===== src/rtl/sdclk_pkg.sv =====
package sdclk_pkg;

  parameter int PRESC_W = 8;
  parameter int DIV_W   = 5;
  parameter int CALC_W  = 48;

  localparam int HALF_W = PRESC_W + DIV_W;
  localparam int PLOG_W = $clog2(PRESC_W + 1);

  typedef logic [CALC_W-1:0] calc_t;

  typedef enum logic [1:0] {
    SR_IDLE,
    SR_PRE,
    SR_DIV
  } srch_state_e;

  // Number of base cycles in one card clock phase.
  function automatic logic [HALF_W-1:0] half_len(input logic [PRESC_W-1:0] p,
                                                 input logic [DIV_W-1:0] d);
    logic [HALF_W-1:0] pe;
    logic [HALF_W-1:0] de;
    pe = (p == '0) ? HALF_W'(1) : HALF_W'(p);
    de = HALF_W'(d) + HALF_W'(1);
    return pe * de;
  endfunction

  // floor(base/16) > target
  function automatic logic need_pre(input calc_t base, input calc_t tgt);
    return (base >> 4) > tgt;
  endfunction

  // floor(base/2^plog) <= 16*target
  function automatic logic pre_stop(input calc_t base, input calc_t tgt,
                                    input logic [PLOG_W-1:0] plog);
    return (base >> plog) <= (tgt << 4);
  endfunction

  // floor(base/(d*2^plog)) <= target, written as base < (target+1)*d*2^plog
  function automatic logic div_ok(input calc_t base, input calc_t tgt,
                                  input logic [DIV_W:0] d,
                                  input logic [PLOG_W-1:0] plog);
    return base < (((tgt + calc_t'(1)) * calc_t'(d)) << plog);
  endfunction

endpackage


===== src/rtl/sdclk_search.sv =====
module sdclk_search import sdclk_pkg::*; #(
  parameter int unsigned BASE_KHZ = 100000,
  parameter int          TARGET_W = 32
) (
  input  logic                clk,
  input  logic                rst_n,
  input  logic                clr,
  input  logic                start,
  input  logic [TARGET_W-1:0] target,
  output logic                busy,
  output logic                done,
  output logic [PRESC_W-1:0]  presc_o,
  output logic [DIV_W-1:0]    div_o
);

  localparam int    PLOG_MAX = PRESC_W;
  localparam int    D_LAST   = (1 << (DIV_W - 1)) + 1;
  localparam calc_t BASE     = calc_t'(BASE_KHZ);

  srch_state_e       st;
  calc_t             tgt;
  logic [PLOG_W-1:0] plog;
  logic [DIV_W:0]    dval;
  logic              pre_hit, div_hit, at_pmax, at_dlast;

  always_comb begin
    pre_hit  = pre_stop(BASE, tgt, plog);
    div_hit  = div_ok(BASE, tgt, dval, plog);
    at_pmax  = (plog == PLOG_W'(PLOG_MAX));
    at_dlast = (dval == (DIV_W+1)'(D_LAST));
    done     = (st == SR_DIV) && (at_dlast || div_hit);
    busy     = (st != SR_IDLE);
    presc_o  = PRESC_W'(1) << (plog - PLOG_W'(1));
    div_o    = DIV_W'(dval - (DIV_W+1)'(1));
  end

  always_ff @(posedge clk) begin
    if (!rst_n) begin
      st   <= SR_IDLE;
      tgt  <= '0;
      plog <= PLOG_W'(1);
      dval <= (DIV_W+1)'(1);
    end else if (clr) begin
      st <= SR_IDLE;
    end else begin
      case (st)
        SR_IDLE: if (start) begin
          tgt  <= calc_t'(target);
          plog <= PLOG_W'(1);
          dval <= (DIV_W+1)'(1);
          st   <= need_pre(BASE, calc_t'(target)) ? SR_PRE : SR_DIV;
        end
        SR_PRE: begin
          if (at_pmax || pre_hit) st <= SR_DIV;
          else                    plog <= plog + PLOG_W'(1);
        end
        SR_DIV: begin
          if (done) st <= SR_IDLE;
          else      dval <= dval + (DIV_W+1)'(1);
        end
        default: st <= SR_IDLE;
      endcase
    end
  end

endmodule


===== src/rtl/sdclk_gen.sv =====
module sdclk_gen import sdclk_pkg::*; #(
  parameter int INIT_EDGES = 80
) (
  input  logic               clk,
  input  logic               rst_n,
  input  logic               clr,
  input  logic               en,
  input  logic [PRESC_W-1:0] presc,
  input  logic [DIV_W-1:0]   div,
  input  logic               init_req,
  output logic               card_clk,
  output logic               init_busy,
  output logic [HALF_W-1:0]  half_act
);

  localparam int EW = $clog2(INIT_EDGES + 1);

  logic [HALF_W-1:0] cnt;
  logic [HALF_W-1:0] half_new;
  logic              clk_q, phase_end, rise_ev;
  logic [EW-1:0]     edges;

  assign half_new  = half_len(presc, div);
  assign phase_end = (cnt == half_act - HALF_W'(1));
  assign rise_ev   = en & ~clk_q & phase_end;
  assign card_clk  = clk_q;

  // Phase counter; a new phase length is picked up only when a low phase begins.
  always_ff @(posedge clk) begin
    if (!rst_n || clr) begin
      cnt      <= '0;
      clk_q    <= 1'b0;
      half_act <= HALF_W'(1);
    end else if (!en) begin
      cnt      <= '0;
      clk_q    <= 1'b0;
      half_act <= half_new;
    end else if (phase_end) begin
      cnt   <= '0;
      clk_q <= ~clk_q;
      if (clk_q) half_act <= half_new;
    end else begin
      cnt <= cnt + HALF_W'(1);
    end
  end

  // Power-up burst: counts card clock rises, clears itself on the last one.
  always_ff @(posedge clk) begin
    if (!rst_n || clr) begin
      init_busy <= 1'b0;
      edges     <= '0;
    end else if (!init_busy) begin
      if (init_req) begin
        init_busy <= 1'b1;
        edges     <= '0;
      end
    end else if (rise_ev) begin
      if (edges == EW'(INIT_EDGES - 1)) begin
        init_busy <= 1'b0;
        edges     <= '0;
      end else begin
        edges <= edges + EW'(1);
      end
    end
  end

endmodule


===== src/rtl/sdclk_divider.sv =====
module sdclk_divider import sdclk_pkg::*; #(
  parameter int unsigned BASE_KHZ   = 100000,
  parameter int          TARGET_W   = 32,
  parameter int          INIT_EDGES = 80,
  parameter int          RST_CYCLES = 4
) (
  input  logic                clk,
  input  logic                rst_n,
  input  logic                soft_rst,
  input  logic                search_start,
  input  logic [TARGET_W-1:0] target_khz,
  input  logic                code_wr,
  input  logic [PRESC_W-1:0]  presc_in,
  input  logic [DIV_W-1:0]    div_in,
  input  logic                clk_en,
  input  logic                init_req,
  output logic                card_clk,
  output logic                init_busy,
  output logic                rst_busy,
  output logic                search_busy,
  output logic [PRESC_W-1:0]  presc_code,
  output logic [DIV_W-1:0]    div_code
);

  localparam int RC_W = $clog2(RST_CYCLES + 1);

  logic [RC_W-1:0]    rst_cnt;
  logic               srch_done;
  logic [PRESC_W-1:0] srch_presc;
  logic [DIV_W-1:0]   srch_div;
  logic [HALF_W-1:0]  half_act;

  assign rst_busy = (rst_cnt != '0);

  always_ff @(posedge clk) begin
    if (!rst_n)        rst_cnt <= '0;
    else if (rst_busy) rst_cnt <= rst_cnt - RC_W'(1);
    else if (soft_rst) rst_cnt <= RC_W'(RST_CYCLES);
  end

  always_ff @(posedge clk) begin
    if (!rst_n || rst_busy) begin
      presc_code <= '0;
      div_code   <= '0;
    end else if (srch_done) begin
      presc_code <= srch_presc;
      div_code   <= srch_div;
    end else if (code_wr && !search_busy) begin
      presc_code <= presc_in;
      div_code   <= div_in;
    end
  end

  sdclk_search #(
    .BASE_KHZ (BASE_KHZ),
    .TARGET_W (TARGET_W)
  ) u_search (
    .clk     (clk),
    .rst_n   (rst_n),
    .clr     (rst_busy),
    .start   (search_start),
    .target  (target_khz),
    .busy    (search_busy),
    .done    (srch_done),
    .presc_o (srch_presc),
    .div_o   (srch_div)
  );

  sdclk_gen #(
    .INIT_EDGES (INIT_EDGES)
  ) u_gen (
    .clk       (clk),
    .rst_n     (rst_n),
    .clr       (rst_busy),
    .en        (clk_en),
    .presc     (presc_code),
    .div       (div_code),
    .init_req  (init_req),
    .card_clk  (card_clk),
    .init_busy (init_busy),
    .half_act  (half_act)
  );

endmodule


===== config.mk =====
export PLATFORM = sky130hd
export DESIGN_NAME = sdclk_divider
export DESIGN_NICKNAME = d
export VERILOG_FILES = /design/src/rtl/sdclk_pkg.sv /design/src/rtl/sdclk_search.sv /design/src/rtl/sdclk_gen.sv /design/src/rtl/sdclk_divider.sv
export SDC_FILE = /design/constraint.sdc
export NUM_CORES = 1
export LEC_CHECK = 0
export BUFFER_PORTS_ARGS = -buffer_cell sky130_fd_sc_hd__buf_2
export CAP_MARGIN = 20
export CORE_ASPECT_RATIO = 0.5
export CORE_MARGIN = 3
export CORE_UTILIZATION = 60
export CTS_CLUSTER_SIZE = 12
export DETAILED_ROUTE_END_ITERATION = 8
export HOLD_SLACK_MARGIN = 0.08
export MAX_ROUTING_LAYER = met4
export PLACE_DENSITY_LB_ADDON = 0.3
export SYNTH_ARGS = -nofsm -noshare
export SYNTH_HDL_FRONTEND = slang
export SYNTH_SLANG_ARGS = --single-unit

===== constraint.sdc =====
create_clock -name clk -period 9.1 [get_ports clk]
set_input_delay 1.365 -clock clk [delete_from_list [all_inputs] [get_ports clk]]
set_output_delay 1.365 -clock clk [all_outputs]
set_load 0.005 [all_outputs]

After elaboration in Yosys (flattened, before gate mapping) --
Index checks and enable logic that the tools add are counted.
Operators by class: $add $sub $neg 10, $mul 2, order comparisons 3, eq/ne operators 14, shift operators 3, muxes and demuxes 29, bitwise gates (word level) 6, reductions and logical operators 25
Operators by type and width (count):
- $le A48 B36 Y1 | 1
- $lt A17 B48 Y1 const A | 1
- $shl A48 B4 Y48 | 1
- $shr A17 B4 Y48 const A | 1
- $mul A33 B6 Y39 | 1
- $mux W13 | 3
- $add A32 B1 Y33 const B | 1
- $gt A13 B32 Y1 const A | 1
- $mux W7 | 4
- $mux W8 | 3
- $add A13 B1 Y13 const B | 1
- $eq A13 B13 Y1 | 1
- $mul A13 B13 Y13 | 1
- $sub A13 B1 Y13 const B | 1
- $mux W6 | 2
- $pmux W6 S2 | 1
- $reduce_bool A2 Y1 | 6
- $mux W5 | 2
- $ne A2 B2 Y1 const B | 5
- $logic_not A8 Y1 | 1
- $mux W2 | 4
- $mux W4 | 2
- $pmux W4 S2 | 1
- $reduce_and A4 Y1 | 2
- 28 further kinds | 45
Storage, ports and cells: register bits after elaboration 95, input bits 52, output and inout bits 17, word-level logic and storage cells 104

Depth between registers and ports, before layout --
depth in word-level cells 8, gate-level depth with buffers 31, depth with buffers taken out 28

Cells and area by module --
A second synthesis with hierarchy kept.
Unflattened totals: cells, all modules 2060, area, all modules 15982.8 µm²
By module, submodules not included:
- sdclk_search | times used 1, cells an instance 1564, area each 11800.1 µm²
- sdclk_gen | times used 1, cells an instance 404, area each 3349.5 µm²
- sdclk_divider | times used 1, cells an instance 92, area each 833.3 µm²

Least setup slack after synthesis --
OpenSTA, ideal clock, no wires.
path type reg-to-reg, start register u_search.tgt[0], end register u_search.dval[1], data arrival time 7439 ps, slack 1541 ps, stages on the path, launching flop included 31, buffers on the path 3, period minus slack after synthesis 7559 ps, cells stage by stage dfxtp_1 ha_1 nand3_1 or3_1 nor3_1 and2_1 clkbuf_1 nand3_1 xnor2_1 nor2b_1 fa_1 fa_1 inv_1 fa_1 inv_1 ha_1 buf_2 nand2_1 o21ai_0 o2111ai_1 a211oi_1 nor4_1 a2bb2oi_1 or3b_1 a221oi_2 nor4b_4 nor4_2 o31ai_4 buf_6 nor2_1 o31a_1
Between the ends: word-level cells in the longest chain between the ends 8
RTL lines:
- from (decl) | RTL line sdclk_search.sv:21 | calc_t tgt;
- from (signal assigned) | RTL line sdclk_search.sv:48 | tgt <= calc_t'(target);
- $add A32 B1 Y33 | RTL line sdclk_pkg.sv:43 | return base < (((tgt + calc_t'(1)) * calc_t'(d)) << plog);
- $mul A33 B6 Y39 | RTL line sdclk_pkg.sv:43
- $shl A48 B4 Y48 | RTL line sdclk_pkg.sv:43
- $lt A17 B48 Y1 | RTL line sdclk_pkg.sv:43
- $logic_or A1 B1 Y1 | RTL line sdclk_search.sv:31 | done = (st == SR_DIV) && (at_dlast || div_hit);
- $logic_and A1 B1 Y1 | RTL line sdclk_search.sv:31
- $ne A2 B2 Y1 (no source line)
- $reduce_and A4 Y1 (no source line)
- to (signal assigned) | RTL line sdclk_search.sv:42 | dval <= (DIV_W+1)'(1);
- to (signal assigned) | RTL line sdclk_search.sv:50 | dval <= (DIV_W+1)'(1);
- to (signal assigned) | RTL line sdclk_search.sv:59 | else dval <= dval + (DIV_W+1)'(1);
- to (decl) | RTL line sdclk_search.sv:23 | logic [DIV_W:0] dval;
Every way passes these cells. A chain may end at the register's enable or synchronous reset.

Worst setup path in the final report --
start register u_search.tgt[0], end register presc_code[1]
Between the ends: word-level cells in the longest chain between the ends 7, elaborated cells on any way between the ends 8, those cells by class 1 x add/sub; 1 x mul; 1 x order compare; 1 x shift; 1 x mux; 3 x reduce/logical
RTL lines:
- $add A32 B1 Y33 (*) | RTL line sdclk_pkg.sv:43
- $mul A33 B6 Y39 (*) | RTL line sdclk_pkg.sv:43
- $shl A48 B4 Y48 (*) | RTL line sdclk_pkg.sv:43
- $lt A17 B48 Y1 (*) | RTL line sdclk_pkg.sv:43
- $logic_or A1 B1 Y1 (*) | RTL line sdclk_search.sv:31
- $logic_and A1 B1 Y1 (*) | RTL line sdclk_search.sv:31
- $mux W8 / $reduce_bool A2 Y1 (equally long branches)
- to (signal assigned) | RTL line sdclk_divider.sv:46 | presc_code <= srch_presc;
- to (signal assigned) | RTL line sdclk_divider.sv:49 | presc_code <= presc_in;
- to (decl) | RTL line sdclk_divider.sv:21 | output logic [PRESC_W-1:0] presc_code,
Every way passes the cells marked *; elsewhere a longest branch is shown, timed or not.

==> results list <==
- The number of antenna violations at the first check in global routing came to 0.
- Counting every sink on the clock net gives 95.
- After global routing the overflow that remains totals 0.
- A synthesized cell averages 7.69 sq um.
- In this run the standard cell core region covers 24700 sq um.
* Final HPWL DP: 33.3 mm
* Pleak: 7.29 nW
- The netlist uses 92 different library cells.
* Crit path required time: 9380 ps
* Class of the most critical hold timing path: reg -> reg
* Pin count of the biggest net entering global routing: 52
- The most common cell in the synthesized netlist is sky130_fd_sc_hd__inv_1.
- The die covers 28000 sq um.
* Crit-path max FO: 27
- Counting both buffers and inverters, the worst setup path holds a total of 3.
* Setup slack of the critical path after layout: 488 ps
- Total Wirelength: 42.4 mm
* Worst clock skew: 11.3 ps
- Number of clock buffers inserted by TritonCTS: 9
- Detailed-route DRC error count: 0
* Critical-path top delay cell: sky130_fd_sc_hd__fa_1
* Cell Area, Synth: 15600 sq um
- Area share of the largest cell type after synthesis: 19.2%
- TritonCTS built the clock tree.
- IR analysis of the VDD net gives a maximum drop of 123 uV.
- The cell sitting at the root of the clock tree is a sky130_fd_sc_hd__clkbuf_16.
- Die extent in x: 234 um
- The H-tree was split into 3 levels.
* Synth top cells by count: sky130_fd_sc_hd__inv_1 (230), sky130_fd_sc_hd__nor2_1 (227), sky130_fd_sc_hd__nand2_1 (223), sky130_fd_sc_hd__fa_1 (149), sky130_fd_sc_hd__nor2b_1 (115)
- Setup total negative slack: 0 ps
- Clock-pin slew was measured on the worst setup and hold paths at 70 ps.
- Achievable frequency: 116 MHz
- Routed via count divided by cell count: 6.08
* Growth of design area from synthesis to finish: 6.23%
- Measured on the finished design, the core utilization comes to 66.8%.
- Post-Synthesis Cells: 2024
- Number of setup buffers added after CTS: 0
- In the synthesized netlist the dominant register cell turns out to be sky130_fd_sc_hd__dfxtp_1.
- Min-Delay Path Depth: 2
* Reg2reg path depth: 28
* Initial detailed-routing violation count: 1435
- For this run, the detailed router's first-pass iteration total came to 5.
- GRT Total Usage: 31.2%
- The floorplan has 40 rows.
* Worst stage delay on the critical path: 590 ps
* Area of all placed cells without fillers: 16500 sq um
- The worst setup path is of the reg -> reg kind.
* Slew @ Worst Pin: 975 ps
- Number of nets produced by synthesis: 2328
- Max clock buf depth: 2
* Number of diodes added for antenna fixing: 0
* Number of port buffers: 68
* Height of the chip: 120 um
- Yosys printed 0 warnings.
- The initial utilization of the core area, before any placement, comes to 62.9%.
* Result of the run: completed
- Tightest hold margin: 497 ps
* Pre-CTS setup slack: 611 ps
- The max-slew violation total from the final report came to 0.
* Setup-violating endpoint count in the final report: 0
* Number of flip-flops and latches in the synthesized netlist: 95
* Number of nets in the final layout: 2341
- First-pass GRT wire length: 69.4 mm
- Number of gates on the worst path with buffers counted: 28
- Arrival time at the worst endpoint: 8890 ps
* Max Cap Viol: 0
* Final hold vios: 0
- Clock latency on the worst-skew pair, taken at its later pin, is 350 ps.
- Overall power consumption after layout is estimated at 2.52 mW.
- Sequential elements use 12.2% of the synthesized area.
- Fill cells in the final layout number 2095.
- In this run, synthesis inferred 0 flip-flops with an integrated enable.
- The worst setup path is launched from a register.
* Fraction of layout cells with a size suffix above 1: 8.03%
- In the final routed layout, each cell accounts on average for 17.8 um.
* Family of cells with the greatest summed delay on the critical path: simple AND/OR/NAND/NOR gates
- Vias in the first global route: 13600
* Area after detailed placement: 16100 sq um
- Via count: 14500
- Share of the clock period used by the worst path: 94.6%
- Number of ports placed on the die boundary: 69
* Gpl congestion: 0.967
- Post-Layout Cell Count: 2378
- DP Cell Count: 2359
- In this run the remaining antenna-violating nets after routing total 0.
* Cell area power density: 153 nW/um^2
- Post-synthesis cell type with the largest combined area: sky130_fd_sc_hd__fa_1
- Ranking of synthesized cells by area: sky130_fd_sc_hd__fa_1 (19%), sky130_fd_sc_hd__dfxtp_1 (12%), sky130_fd_sc_hd__ha_1 (8.3%), sky130_fd_sc_hd__inv_1 (5.5%), sky130_fd_sc_hd__nor2_1 (5.5%)
- The worst setup path is captured at a register.
- Measured against its own limit, the worst slew margin works out to 33.3%.
* Final period demand of the worst path: 8610 ps
- Share of synthesized flip-flops with an asynchronous set or reset: 0%
## power breakdown
| part | internal, mW | leakage (nW) | switching, mW | total [mW] |
|---|---|---|---|---|
| combinational | 0.584 | 6.36 | 0.956 | 1.54 |
| sequential | 0.478 | 0.773 | 0.0941 | 0.572 |
| clock | 0.224 | 0.159 | 0.186 | 0.410 |
## kinds of logic (layout without fill, tap and decap cells)
logic type / count (synthesis) / after routing / share of synthesized area [%]
xor gates and xnor gates: 98 / 98 / 5.52
and+or+nand+nor: 839 / 839 / 26.6
muxes: 48 / 48 / 3.58
DFF: 95 / 95 / 12.2
AOI/OAI and AO/OA: 368 / 368 / 16.6
adders and majority gates: 252 / 252 / 27.5
buffers and inverters: 324 / 342 / 8.04
## area by class of cell
class | instances | area [sq um] | share of cell area, %
repair buffers | 95 | 591 | 3.57
multi-input cells | 1605 | 12400 | 75.2
clock inverters | 7 | 97.6 | 0.591
clock buffers | 9 | 225 | 1.36
flip-flops and latches | 95 | 1900 | 11.5
well taps | 336 | 420 | 2.54
inverters | 231 | 867 | 5.25
## repair_timing
| action | 4_1_cts | 5_1_grt |
|---|---|---|
| hold buffers | 0 | 0 |
| resized for setup | 0 | 8 |
| endpoints found under the setup margin | 0 | 18 |
## flip-flops by register name, indices dropped and copies added (netlist names)
name	flops
u_search.dval	6
u_gen.card_clk	1
u_search.st	2
u_gen.cnt	13
presc_code	8
div_code	5
u_gen.half_act	13
rst_cnt	3
u_gen.init_busy	1
u_search.tgt	32
u_gen.edges	7
u_search.plog	4
## cell usage in the layout (no fill, tap or decap), types with 13 or more instances in the layout
cell	Yosys	layout
sky130_fd_sc_hd__nand2_1	223	223
sky130_fd_sc_hd__or3_1	13	13
sky130_fd_sc_hd__o21ai_0	70	65
sky130_fd_sc_hd__nor2_1	227	227
sky130_fd_sc_hd__ha_1	103	103
sky130_fd_sc_hd__nor4_1	29	29
sky130_fd_sc_hd__dfxtp_1	95	94
sky130_fd_sc_hd__nand4_1	26	26
sky130_fd_sc_hd__nand3_1	48	48
sky130_fd_sc_hd__fa_1	149	149
sky130_fd_sc_hd__xnor2_1	63	62
sky130_fd_sc_hd__o31ai_1	13	13
sky130_fd_sc_hd__mux2i_1	32	32
sky130_fd_sc_hd__nor2b_1	115	115
sky130_fd_sc_hd__a21boi_0	35	35
sky130_fd_sc_hd__buf_4	0	24
sky130_fd_sc_hd__nor3_1	35	35
sky130_fd_sc_hd__inv_1	230	230
sky130_fd_sc_hd__buf_2	14	68
sky130_fd_sc_hd__and3_1	19	19
sky130_fd_sc_hd__and2_1	36	36
sky130_fd_sc_hd__o211ai_1	13	13
sky130_fd_sc_hd__a21oi_1	80	79
sky130_fd_sc_hd__xor2_1	35	34
sky130_fd_sc_hd__a211oi_1	14	14
sky130_fd_sc_hd__a21o_1	20	20
sky130_fd_sc_hd__nand2b_1	19	19
## worst register-to-register path: cells and delay by family (launching register included)
kind | cells | cell delay, ps
mux | 1 | 400
flops | 1 | 560
xor+xnor | 1 | 490
compound gates | 5 | 1480
simple gates | 13 | 2910
buf+inv | 3 | 460
fa+ha+maj | 5 | 2260
## final timing paths
| kind | to | from | slack, ps |
|---|---|---|---|
| max | presc_code[1]$_SDFFE_PP0P_ | u_search.tgt[0]$_SDFFE_PN0P_ | 490 |
| max reg2reg | presc_code[1]$_SDFFE_PP0P_ | u_search.tgt[0]$_SDFFE_PN0P_ | 490 |
| min reg2reg | u_search.tgt[4]$_SDFFE_PN0P_ | u_search.tgt[4]$_SDFFE_PN0P_ | 500 |
| min | u_search.tgt[4]$_SDFFE_PN0P_ | u_search.tgt[4]$_SDFFE_PN0P_ | 500 |
## routing by layer
metal  share of wire (%)  vias up  global-route usage, %
met2                  43      689                   46.2
li1                    -     6824                      -
met1                  45     6875                   43.9
met3                  10       76                   6.31
met4                 2.1        0                   7.90
met5                   0        -                      -
Note: power is estimated with default switching activity, not from simulation.
